File: src/rtl/rect_mode_sup_pkg.sv
package rect_mode_sup_pkg;

    localparam int MODE_W = 2;

    typedef enum logic [MODE_W-1:0] {
        MODE_LOCK  = 2'b00,
        MODE_SLEEP = 2'b01,
        MODE_NORM  = 2'b10,
        MODE_PROT  = 2'b11
    } sup_mode_e;

    typedef struct packed {
        logic supply_low;
        logic supply_on;
        logic enable;
        logic mot_done;
        logic mot_high;
    } sup_in_t;

    function automatic sup_mode_e next_mode(input sup_mode_e cur, input sup_in_t in);
        sup_mode_e nxt;
        nxt = cur;
        if (in.supply_low) begin
            nxt = MODE_LOCK;
        end else begin
            unique case (cur)
                MODE_LOCK:  if (in.supply_on) nxt = in.enable ? MODE_NORM : MODE_SLEEP;
                MODE_SLEEP: if (in.enable) nxt = MODE_NORM;
                MODE_NORM: begin
                    if (!in.enable) nxt = MODE_SLEEP;
                    else if (in.mot_done && in.mot_high) nxt = MODE_PROT;
                end
                MODE_PROT: begin
                    if (!in.enable) nxt = MODE_SLEEP;
                    else if (in.mot_done && !in.mot_high) nxt = MODE_NORM;
                end
                default: nxt = MODE_LOCK;
            endcase
        end
        return nxt;
    endfunction

    function automatic logic mode_active(input sup_mode_e m);
        return (m == MODE_NORM) || (m == MODE_PROT);
    endfunction

endpackage

File: src/rtl/rms_mode_reg.sv
module rms_mode_reg
    import rect_mode_sup_pkg::*;
(
    input  logic      clk,
    input  logic      rst,
    input  sup_in_t   ins,
    output sup_mode_e mode_q
);
    sup_mode_e mode_d;

    always_comb mode_d = next_mode(mode_q, ins);

    always_ff @(posedge clk) begin
        if (rst) mode_q <= MODE_LOCK;
        else     mode_q <= mode_d;
    end
endmodule

File: src/rtl/rms_arm_latch.sv
module rms_arm_latch
    import rect_mode_sup_pkg::*;
(
    input  logic      clk,
    input  logic      rst,
    input  sup_mode_e mode_q,
    input  logic      pos_cross,
    output logic      armed_q
);
    always_ff @(posedge clk) begin
        if (rst)                       armed_q <= 1'b0;
        else if (!mode_active(mode_q)) armed_q <= 1'b0;
        else if (pos_cross)            armed_q <= 1'b1;
    end
endmodule

File: src/rtl/rect_mode_sup.sv
module rect_mode_sup
    import rect_mode_sup_pkg::*;
(
    input  logic              clk,
    input  logic              rst,
    input  logic              vcc_ok_on,
    input  logic              vcc_low_uvlo,
    input  logic              enable,
    input  logic              vds_pos_reset,
    input  logic              mot_done,
    input  logic              mot_vds_high,
    output logic              gate_permit,
    output logic [MODE_W-1:0] mode
);
    sup_in_t   ins;
    sup_mode_e mode_q;
    logic      armed_q;

    always_comb begin
        ins.supply_low = vcc_low_uvlo;
        ins.supply_on  = vcc_ok_on;
        ins.enable     = enable;
        ins.mot_done   = mot_done;
        ins.mot_high   = mot_vds_high;
    end

    rms_mode_reg u_mode (
        .clk    (clk),
        .rst    (rst),
        .ins    (ins),
        .mode_q (mode_q)
    );

    rms_arm_latch u_arm (
        .clk       (clk),
        .rst       (rst),
        .mode_q    (mode_q),
        .pos_cross (vds_pos_reset),
        .armed_q   (armed_q)
    );

    assign gate_permit = armed_q && (mode_q == MODE_NORM);
    assign mode        = mode_q;
endmodule

File: config.mk
export PLATFORM = sky130hd
export DESIGN_NAME = rect_mode_sup
export DESIGN_NICKNAME = d
export VERILOG_FILES = /design/src/rtl/rect_mode_sup_pkg.sv /design/src/rtl/rms_mode_reg.sv /design/src/rtl/rms_arm_latch.sv /design/src/rtl/rect_mode_sup.sv
export SDC_FILE = /design/constraint.sdc
export NUM_CORES = 1
export LEC_CHECK = 0
export ABC_AREA = 1
export ABC_CLOCK_PERIOD_IN_PS = 2700
export BUFFER_PORTS_ARGS = -buffer_cell sky130_fd_sc_hd__buf_2
export CAP_MARGIN = 10
export CELL_PAD_IN_SITES_DETAIL_PLACEMENT = 1
export CELL_PAD_IN_SITES_GLOBAL_PLACEMENT = 1
export CORE_AREA = 2 2 39 41
export DETAILED_ROUTE_END_ITERATION = 16
export DIE_AREA = 0 0 41 43
export GPL_TIMING_DRIVEN = 1
export PLACE_DENSITY = 0.57
export SETUP_SLACK_MARGIN = 0.05
export SLEW_MARGIN = 15
export SYNTH_ARGS = -nofsm -noshare
export SYNTH_HDL_FRONTEND = slang
export SYNTH_HIERARCHICAL = 1
export SYNTH_SLANG_ARGS = --single-unit
File: constraint.sdc
create_clock -name clk -period 2.7 [get_ports clk]
set_input_delay 0.405 -clock clk [delete_from_list [all_inputs] [get_ports clk]]
set_output_delay 0.405 -clock clk [all_outputs]
set_load 0.01 [all_outputs]
# Yosys cells after proc, flatten, opt, wreduce, memory -nomap -nowiden
# Index checks and enable logic that the tools add are counted.
[classes]
n_eq_ne = 7
bitwise = 1
n_reduce_logical = 9
mux = 8
[ops]
columns = ["operator", "count"]
rows = [
  ["$mux 2", 7],
  ["$pmux 2 s4", 1],
  ["$eq 2x2->1 const B", 2],
  ["$ne 2x2->1 const B", 2],
  ["$reduce_and 4->1", 1],
  ["$reduce_or 2->1", 2],
  ["$logic_and 1x1->1", 3],
  ["$ne 3x2->1 const B", 1],
  ["$ne 3x3->1 const B", 1],
  ["$eq 2x1->1 const B", 1],
  ["$logic_not 2->1", 1],
  ["$logic_not 1->1", 1],
  ["$logic_or 1x1->1", 1],
  ["$not 1->1", 1],
]
[totals]
elab_cells = 27
input_bits = 8
output_inout_bits = 3
regBits = 3

# Longest topological paths before layout
[depth]
ltp_word = 5
depth_mapped = 8
mapped_depth_nobuf = 8

# Modules after synthesis
# The synthesis kept the hierarchy.
[modules_own_cells]
columns = ["module", "area_per_inst_um2", "cells_each", "seq_area_each_um2", "instances"]
rows = [
  ["rms_mode_reg", 242.7, 41, 40.0, 1],
  ["rms_arm_latch", 35.0, 5, 20.0, 1],
  ["rect_mode_sup", 10.0, 2, 0.0, 1],
]

# Worst setup path before layout
# OpenSTA, ideal clock, no wires.
[synth_path]
kind = "register to register"
from = "reg u_mode.mode_q[0]"
to = "reg u_mode.mode_q[1]"
t_required_ns = 2.587
stages_incl_launch_ff = 9
arrival_ns = 1.213
path_buffers = 0
setup_ns = 0.113
path_slack_ns = 1.374
period_less_slack_ns = 1.326
cell_sequence = "dfxtp_1 -> inv_1 -> ha_1 -> nor2_1 -> inv_1 -> nand2_1 -> nand3_1 -> nand2_1 -> nor2_1"
[synth_via]
elab_chain_len = 3
word_cells_on_any_way = 10
classes_between = "eq/ne (7); mux (1); reduce/logical (2)"
[synth_rtl]
columns = ["item", "line_no", "text"]
rows = [
  ["start: declaration", "rms_mode_reg.sv:7", "output sup_mode_e mode_q"],
  ["start signal: assignment", "rms_mode_reg.sv:15", "else mode_q <= mode_d;"],
  ["$eq 2x2->1 (tied with other cells)", "rect_mode_sup_pkg.sv:26", "unique case (cur)"],
  ["$ne 3x3->1 (no source line) (tied with other cells)", "-", ""],
  ["$reduce_and 4->1 (no source line)", "-", ""],
]
# Parallel ways exist; a longest one is shown, timed or not.
# A chain may end at the register's enable or synchronous reset.

# Worst setup path after layout
# Ends and elaborated chain as after synthesis.

==> metrics.yaml <==
grt:
  antenna_found_initial: 0
  grt_max_degree: 8
  grt_pass1_wl_um: 1190
  grt_overflow_total: 0
  grt_pass1_vias: 324
  grt_use_total: 0.103
place:
  dpl.cell_count: 74
  dp_hpwl_um: 526
  port_buffers: 10
  gp_congestion: 0.708
die:
  start_util: 0.208
  dieArea_sq_mm: 0.00176
  die_h_um: 43
  rows: 14
  boundaryPins: 11
  fp.coreArea_sq_mm: 0.00138
  die_w_um: 41
yosys:
  synth_compound_area_frac: 0.0348
  yosysMostFrequentCell: "nand2_1"
  ys_seq_elements: 3
  synth_xor_area_frac: 0
  netlist_area_sq_um: 288
  synth-edff-count: 0
  synth_mux_area_frac: 0
  yosysUniqueCellTypes: 11
  synthTopCellsByCount: "12 x nand2_1, 10 x inv_1, 9 x nor2_1"
  async_flop_share: 0
  synthAdderAreaFrac: 0.174
  yosysTopAreaCell: "dfxtp_1"
  syn-num-nets: 60
  yosys_warnings: 6
  synth_cells: 48
  seq_area_frac_synth: 0.209
  syn_area_per_cell_sq_um: 6.00
  netlist_top_cells_area: "dfxtp_1 21%, ha_1 17%, nand2_1 16%"
  yosysTopAreaCellShare: 0.209
  yosys_most_used_dff: "dfxtp_1"
  synth_top_family_by_area: "simple AND/OR/NAND/NOR gates"
  synthSimpleGateAreaFrac: 0.452
timing:
  finalCriticalPeriod_ps: 1390
  drv_slew: 0
  rsz0062_at_grt: "false"
  relSlewSlack: 0.842
  fin_worst_skew_ps: 4.17
  setup_violations: 0
  tns_ps: 0
  worst_pin_slew_ps: 236
  final.period_utilization: 0.513
  max_freq_mhz: 722
  hold_violations: 0
critical_path:
  crit_required_ps: 2820
  critPathArrivalTime_ps: 1510
  cpPeakStageDelay_ps: 420
  path_cells: "inv_1 -> ha_1 -> nor2_1 -> inv_1 -> nand2_1 -> nand3_1 -> nand2_1 -> nor2_1"
  critPathBufInv: 2
  crit_fanout: 6
  crit_path_end_kind: "register"
  path_class: "reg2reg"
  r2r_setup_slack_ps: 1310
  slowest_stage: "dfxtp_1"
  start_kind: "register"
  crit_family: "flip-flops"
routing:
  ant_nets: 0
  routed_wl_um: 601
  vias: 315
  viasPerCell: 4.04
  drc_errors: 0
  drtPass1Iterations: 4
  routedWlPerCell_um: 7.71
  drt_iter0_markers: 2
power:
  p_seq_frac: 0.295
  comb_power_share: 0.258
  p_leak_nw: 0.226
  power.density_mw_per_mm2: 455
  power.switching_mw: 0.0525
  switching_share: 0.300
  ir_drop_mv: 0.147
  pwr-share-clk: 0.447
  internal_power_mw: 0.122
final_layout:
  fin_nets: 75
  insertedDiodeCount: 0
  instances_no_fill: 78
  area_delta_synth_final_pct: 33.5
  nFillCells: 201
  layout-drive-gt1-share: 0.290
clocking:
  cts_resized: 0
  cts_root_buf: "clkbuf_4"
  insertion_delay_ps: 230
  clock-sinks: 3
  cts.clk_slew.worst_paths_ps: 40
  cts_buffers: 3
  clockBufferDepth: 2
  htree_levels: 1
  cts_tree: "done"
  postCtsHoldBufs: 0
  cts_setup_buffers: 0
outcome:
  status: "complete, no violations"
hold_path:
  hold_class: "in2reg"
job:
  drv_cap: 0
## power groups by stage
stage / Combinational, mW / Sequential [mW] / Clock [mW]
4_1_cts: 0.0461 / 0.0520 / 0.0836
2_1_floorplan: 0.0299 / 0.0526 / 0
3_3_place_gp: 0.0453 / 0.0524 / 0
3_5_place_dp: 0.0459 / 0.0527 / 0
5_1_grt: 0.0536 / 0.0527 / 0.0904
6_report: 0.0450 / 0.0516 / 0.0782
## tightest hold or removal path: cells and delay by family
family / cells / cell delay (ps)
buf+inv: 1 / 70
simple gates: 2 / 110
## final timing paths
check	start	end	depth (start not counted)
setup reg to reg	u_mode/mode_q[0]	u_mode/mode_q[1]	8
hold reg to reg	u_arm/armed_q	u_arm/armed_q	2
setup / recovery	u_mode/mode_q[0]	u_mode/mode_q[1]	8
hold / removal	vds_pos_reset	u_arm/armed_q	3
## state kept, by name, summed over array words and instances, names as in the netlist
| signal | flops |
|---|---|
| u_mode/mode_q | 2 |
| u_arm/armed_q | 1 |
## logic make-up after synthesis
family,Yosys count
AO/OA/AOI/OAI,2
adder cells (fa/ha/maj),4
buffers and inverters,10
flip-flops,3
AND/OR/NAND/NOR,29
## placed cells by master, fill, tap and decap left out, drive strengths merged
cell	count
o21ai	1
buf	10
inv	10
nor2	12
clkbuf	4
ha	4
nand3	3
a21oi	1
nand2	14
dfxtp	3
## through the flow
step           cell area, sq um  worst slack, ps  utilization  hold WS (ps)  power [mW]
6_report                    384             1310        0.278           390       0.175
2_1_floorplan               288             1370            -           452      0.0825
3_5_place_dp                358             1290        0.259           476      0.0986
3_3_place_gp                358             1330        0.259           476      0.0977
4_1_cts                     384             1280        0.278           383       0.182
5_1_grt                     384             1130        0.278           409       0.197
## final cells by class
class / instances / area, sq um / share of cell area
Inverter: 10 / 37.5 / 0.0977
Multi-Input combinational cell: 35 / 190 / 0.495
Clock buffer: 4 / 26.3 / 0.0684
Sequential cell: 3 / 60.1 / 0.156
Tap cell: 16 / 20.0 / 0.0521
Timing Repair Buffer: 10 / 50.0 / 0.130
## metal layers
layer | vias to the layer above | routed length, um | track usage
met5 | - | 0 | 0
met4 | 0 | 0 | 0.0800
met3 | 0 | 45 | 0.0314
met2 | 8 | 323 | 0.156
met1 | 140 | 232 | 0.112
li1 | 167 | - | -
(Power assumes the default switching activity.)
